==> src/rtl/strobe_gate_pkg.sv <==
package strobe_gate_pkg;
  localparam int NUM_LANES = 4;
  localparam int FLD_W     = 2;
  localparam int CNT_W     = 5;
  localparam int EN_BIT    = 31;
  localparam int CYC_LSB   = 29;
  localparam int QTR_LSB   = 27;
  localparam int OFF0_LSB  = 25;

  typedef logic [CNT_W-1:0] cnt_t;

  typedef enum logic [2:0] {
    S_IDLE, S_ISSUE, S_WAIT, S_ENC, S_RST, S_DONE, S_ERR
  } cal_state_e;
endpackage

==> src/rtl/sgc_encoder.sv <==
module sgc_encoder
  import strobe_gate_pkg::*;
(
  input  cnt_t        cnt_i [NUM_LANES],
  output logic [30:0] word_o,
  output logic        ovf_o
);
  cnt_t min_c;
  cnt_t off_c [NUM_LANES];

  always_comb begin
    min_c = cnt_i[0];
    for (int i = 1; i < NUM_LANES; i++)
      if (cnt_i[i] < min_c) min_c = cnt_i[i];
  end

  always_comb begin
    ovf_o  = (min_c >> 2) > cnt_t'(3);
    word_o = '0;
    word_o[CYC_LSB +: FLD_W] = min_c[3:2];
    word_o[QTR_LSB +: FLD_W] = min_c[1:0];
    for (int i = 0; i < NUM_LANES; i++) begin
      off_c[i] = cnt_i[i] - min_c;
      if (off_c[i] > cnt_t'(3)) ovf_o = 1'b1;
      word_o[OFF0_LSB - FLD_W*i +: FLD_W] = off_c[i][FLD_W-1:0];
    end
  end
endmodule

==> src/rtl/sgc_pulse.sv <==
module sgc_pulse #(
  parameter int LEN_W   = 8,
  parameter int MIN_LEN = 2
) (
  input  logic             clk_i,
  input  logic             rst_ni,
  input  logic             fire_i,
  input  logic [LEN_W-1:0] len_i,
  output logic             pulse_o,
  output logic             last_o
);
  logic [LEN_W-1:0] left_q;
  logic [LEN_W-1:0] eff_len;

  assign eff_len = (len_i < LEN_W'(MIN_LEN)) ? LEN_W'(MIN_LEN) : len_i;

  always_ff @(posedge clk_i or negedge rst_ni) begin
    if (!rst_ni)           left_q <= '0;
    else if (fire_i)       left_q <= eff_len;
    else if (left_q != '0) left_q <= left_q - 1'b1;
  end

  assign pulse_o = (left_q != '0);
  assign last_o  = (left_q == LEN_W'(1));

  // the pulse lasts at least MIN_LEN cycles
  p_min_width_r5: assert property (@(posedge clk_i) disable iff (!rst_ni)
    $fell(pulse_o) |-> $past(pulse_o, 2));
endmodule

==> src/rtl/strobe_gate_cal.sv <==
module strobe_gate_cal
  import strobe_gate_pkg::*;
#(
  parameter int LEN_W = 8
) (
  input  logic                 clk_i,
  input  logic                 rst_ni,
  input  logic                 start_i,
  input  logic [LEN_W-1:0]     rst_len_i,
  output logic                 rd_req_o,
  input  logic                 rd_done_i,
  input  logic [NUM_LANES-1:0] rd_ok_i,
  output logic                 ctl_rst_o,
  output logic [31:0]          gate_cfg_o,
  output logic                 done_o,
  output logic                 err_o
);
  cal_state_e  state_q;
  logic        final_q;
  logic        en_q;
  logic [30:0] fields_q;
  cnt_t        cnt_q [NUM_LANES];
  logic [30:0] enc_word;
  logic        enc_ovf;
  logic        pulse_last;
  logic        idle_like;
  logic        take;

  assign idle_like = (state_q == S_IDLE) || (state_q == S_DONE) || (state_q == S_ERR);
  assign take      = (state_q == S_WAIT) && rd_done_i;

  generate
    for (genvar g = 0; g < NUM_LANES; g++) begin : g_lane
      always_ff @(posedge clk_i or negedge rst_ni) begin
        if (!rst_ni)                   cnt_q[g] <= '0;
        else if (idle_like && start_i) cnt_q[g] <= '0;
        else if (take && (final_q == 1'b0) && (!rd_ok_i[g] || (&rd_ok_i)))
          cnt_q[g] <= cnt_q[g] + 1'b1;
      end

      // a count moves by at most one step per pass
      p_step_one_r3: assert property (@(posedge clk_i) disable iff (!rst_ni)
        (cnt_q[g] == $past(cnt_q[g])) || (cnt_q[g] == $past(cnt_q[g]) + 1'b1) || (cnt_q[g] == '0));
    end
  endgenerate

  sgc_encoder u_enc (
    .cnt_i  (cnt_q),
    .word_o (enc_word),
    .ovf_o  (enc_ovf)
  );

  sgc_pulse #(.LEN_W(LEN_W), .MIN_LEN(2)) u_pulse (
    .clk_i   (clk_i),
    .rst_ni  (rst_ni),
    .fire_i  ((state_q == S_ENC) && !enc_ovf && !final_q),
    .len_i   (rst_len_i),
    .pulse_o (ctl_rst_o),
    .last_o  (pulse_last)
  );

  always_ff @(posedge clk_i or negedge rst_ni) begin
    if (!rst_ni) begin
      state_q  <= S_IDLE;
      final_q  <= 1'b0;
      en_q     <= 1'b0;
      fields_q <= '0;
    end else begin
      unique case (state_q)
        S_IDLE, S_DONE, S_ERR:
          if (start_i) begin
            state_q  <= S_ISSUE;
            final_q  <= 1'b0;
            en_q     <= 1'b1;
            fields_q <= '0;
          end
        S_ISSUE: state_q <= S_WAIT;
        S_WAIT:
          if (rd_done_i) begin
            if (final_q)        state_q <= (&rd_ok_i) ? S_DONE : S_ERR;
            else begin
              state_q <= S_ENC;
              if (&rd_ok_i) final_q <= 1'b1;
            end
          end
        S_ENC:
          if (enc_ovf) state_q <= S_ERR;
          else begin
            fields_q <= enc_word;
            state_q  <= final_q ? S_ISSUE : S_RST;
          end
        S_RST:
          if (pulse_last) state_q <= S_ISSUE;
        default: state_q <= S_IDLE;
      endcase
    end
  end

  assign rd_req_o   = (state_q == S_ISSUE);
  assign gate_cfg_o = {en_q, fields_q};
  assign done_o     = (state_q == S_DONE);
  assign err_o      = (state_q == S_ERR);

  // never request a read while the controller is held in reset
  p_req_out_of_rst_r5: assert property (@(posedge clk_i) disable iff (!rst_ni)
    !(rd_req_o && ctl_rst_o));
  // read request is a single-cycle pulse
  p_req_single_r3: assert property (@(posedge clk_i) disable iff (!rst_ni)
    rd_req_o |=> !rd_req_o);
  // terminal flags exclusive
  p_flags_excl_r9: assert property (@(posedge clk_i) disable iff (!rst_ni)
    !(done_o && err_o));
  // enable bit never drops once set
  p_enable_sticky_r2: assert property (@(posedge clk_i) disable iff (!rst_ni)
    $past(gate_cfg_o[EN_BIT]) |-> gate_cfg_o[EN_BIT]);
  // no new request after an error stop
  p_err_quiet_r8: assert property (@(posedge clk_i) disable iff (!rst_ni)
    (err_o && !start_i) |=> !rd_req_o && !ctl_rst_o);
endmodule

==> config.mk <==
export PLATFORM = sky130hd
export DESIGN_NAME = strobe_gate_cal
export DESIGN_NICKNAME = d
export VERILOG_FILES = /design/src/rtl/strobe_gate_pkg.sv /design/src/rtl/sgc_encoder.sv /design/src/rtl/sgc_pulse.sv /design/src/rtl/strobe_gate_cal.sv
export SDC_FILE = /design/constraint.sdc
export NUM_CORES = 1
export LEC_CHECK = 0
export BUFFER_PORTS_ARGS = -buffer_cell sky130_fd_sc_hd__buf_4
export CAP_MARGIN = 20
export CORE_MARGIN = 1
export CORE_UTILIZATION = 50
export DETAILED_ROUTE_END_ITERATION = 12
export PLACE_DENSITY = 0.7
export SETUP_SLACK_MARGIN = 0.1
export SLEW_MARGIN = 10
export SYNTH_ARGS = -nofsm -noshare
export SYNTH_HDL_FRONTEND = slang
export SYNTH_SLANG_ARGS = --single-unit
==> constraint.sdc <==
create_clock -name clk_i -period 19.2 [get_ports clk_i]
set_clock_uncertainty 0.05 [all_clocks]
set_input_delay 0.96 -clock clk_i [delete_from_list [all_inputs] [get_ports clk_i]]
set_output_delay 0.96 -clock clk_i [all_outputs]
set_load 0.1 [all_outputs]
==> flow_summary_export.csv <==
group,metric,value,unit
floorplanning,pin_count,52,
timing,hold_violations,0,
route,top_layer,"met4",
critical_path,r2r_slack,9890,ps
floorplanning,core,8340,um2
job,cap_viol_max_count,0,
clocking,cts-hold-fix-buffers,0,
final_layout,utilization,56.3,%
synth,synth_ff_type,"dfrtp_1",
grt,grt-ovfl-total,0,
timing,tightest_slew,792,ps
critical_path,start_kind,"flip-flop",
timing,fmax,107,MHz
grt,antenna_found_initial,0,
timing,setup_violations,0,
timing,period_share,48.5,%
min_path,hp-class,"flip-flop to flip-flop",
clocking,clock_path_buffers,2,
min_path,worst_hold_path.endpoint,"en_q",
final_layout,antenna_cells,0,
min_path,hold_path_depth,1,
final_layout,drive_gt1_share,13.3,%
run_status,status,"finished clean",
clocking,cts_repair_resize_count,0,
timing,grt_setup_unrepaired,"no",
synth,async_flop_share,100,%
clocking,clkTransAtPathRegs,100,ps
synth,synthCells,516,
critical_path,crit_top_cell,"ha_1",
grt,grt_pass1_vias,3521,
critical_path,critPathRequiredTime,19350,ps
synth,synth-seq-cells,45,
route,drt_iter0_markers,301,
critical_path,crit_path_max_fanout,12,
critical_path,crit_type,"flip-flop to flip-flop",
placed_design,hpwl,8.16,mm
timing,tns,0,ps
floorplanning,die_h,95.5,um
floorplanning,die_w,95.5,um
critical_path,rr_startpoint,"cnt_q[17]",
timing,max-slew-margin-rel,45.7,%
synth,syn_area,4370,um2
critical_path,crit_slowest_cell,"mux2i_1",
route,vias,3819,
grt,grt_pass1_wl,17.7,mm
pwr,cellPowerDensity,188,nW/um2
timing,maxSlewViolCount,0,
grt,grt_max_degree,46,
route,wl_met3,473,um
route,antenna_left,0,
synth,yosysWarnings,0,
clocking,cts_buffers,5,
route,firstDrtPassIters,5,
synth,synth_cell_types,79,
pwr,vdd_drop_max,0.113,mV
min_path,hp-start,"en_q",
grt,grt_use_total,25.0,%
route,vias_per_cell,5.97,
floorplanning,dieArea,9120,um2
clocking,worstSkewPairLatency,310,ps
critical_path,ff2ff_path_depth,32,
critical_path,r2r-end,"fields_q[27]",
synth,avgSynthCellArea,8.47,um2
route,wl,10.8,mm
pwr,p_total,0.884,mW
route,wl_met1,4.95,mm
synth,synth_top_area_share,25.8,%
route,drc_errors,0,
floorplanning,initial_utilization,52.4,%
synth,yosys-top-cells-area,"dfrtp_1, ha_1, mux2i_1",
clocking,h-tree-depth,2,
route,route.detailed.wl_per_inst,16.9,um
synth,synth_edf_count,0,
timing,post-route-min-period,9310,ps
final_layout,final_cell_area,4690,um2
final_layout,final_common_cell,"nor2_1",
final_layout,nets,575,
clocking,cts_tree,"done",
synth,ys_seq_area_share,25.8,%
pwr,p_leak,2.18,nW
clocking,clock_sinks,45,
synth,synth_area_leader_cell,"dfrtp_1",
route,dr_wl_met2,5.22,mm
critical_path,critPathMaxStageDelay,730,ps
floorplanning,rows,33,
critical_path,critPathCaptureType,"flip-flop",
placed_design,postPlaceCellArea,4580,um2
final_layout,syn_to_final_growth,7.36,%
clocking,clockRootBuffer,"clkbuf_8",
critical_path,arrival,9460,ps
clocking,post-cts-setup-buffer-count,0,
placed_design,gp_congestion,0.929,
placed_design,io_buffer_count,32,
final_layout,mostFrequentLayoutCells,"nor2_1, dfrtp_1, nand2_1",
metrics by stage:
step / cells / hold slack (ps) / setup WS [ps]
after floorplan: 534 / 386 / 11690
after global placement: 632 / 405 / 10410
after detailed placement: 632 / 410 / 10070
after CTS: 640 / 438 / 10040
after global routing: 640 / 457 / 9160
final: 640 / 425 / 9890
state kept, by name, summed over array words and instances (netlist names):
register        cells
en_q                1
state_q             3
cnt_q              20
final_q             1
u_pulse.left_q      8
fields_q           12
synthesized netlist by cell type, types with 7 or more instances:
| cell | n |
|---|---|
| inv_1 | 33 |
| nand3_1 | 7 |
| dfrtp_1 | 45 |
| nor3_1 | 16 |
| mux2_4 | 8 |
| a31oi_1 | 9 |
| nor2_1 | 57 |
| nand4_1 | 13 |
| clkbuf_1 | 17 |
| mux2i_1 | 24 |
| a21oi_1 | 26 |
| o21ai_0 | 20 |
| ha_1 | 25 |
| nand2_1 | 44 |
| buf_4 | 21 |
| xnor2_1 | 24 |
| xor2_1 | 8 |
routing by layer:
layer  GRT usage, %  vias to the layer above
met5              0                        -
met4           5.72                        0
met3           3.03                       19
met2           43.5                      119
met1           33.0                     1828
li1               -                     1853
logic make-up after synthesis:
group           count (synthesis)  synth area share (%)
simple gates                  173                  19.5
other cells                     1                0.0858
flops                          45                  25.8
buf+inv                        76                  8.70
xor+xnor                       32                  6.41
fa+ha+maj                      31                  8.56
compound gates                120                  20.9
mux                            38                  10.1
final cells by class:
cell class	instances	area, um2
fillers	778	3650
multi-input cells	413	2930
flip-flops and latches	45	1130
repair buffers	34	255
inverters	35	131
well taps	105	131
clock buffers	5	68.8
clock inverters	3	47.5
critical path: cells and delay by family, from the launching register on:
kind / cells / cell delay, ps
and+or+nand+nor: 7 / 1990
adders and majority gates: 5 / 1520
buffers and inverters: 3 / 330
muxes: 4 / 1880
AOI/OAI and AO/OA: 13 / 2900
DFF: 1 / 490
how the worst max path moves through the flow:
stage	from	end	slack, ps	cells past startpoint
after global placement	cnt_q[17]	fields_q[27]	10410	32
after detailed placement	cnt_q[17]	fields_q[27]	10070	32
after floorplan	cnt_q[16]	fields_q[27]	11690	33
after CTS	cnt_q[17]	fields_q[27]	10040	32
after global routing	cnt_q[16]	fields_q[27]	9160	32
final	cnt_q[17]	fields_q[27]	9890	32
where the power goes:
| group | internal [mW] | switching (mW) | total [mW] |
|---|---|---|---|
| clock network | 0.0398 | 0.0387 | 0.0785 |
| logic | 0.246 | 0.397 | 0.643 |
| registers | 0.121 | 0.0412 | 0.162 |
| total | 0.407 | 0.477 | 0.884 |
No activity file was read; power rests on OpenSTA's default activity.
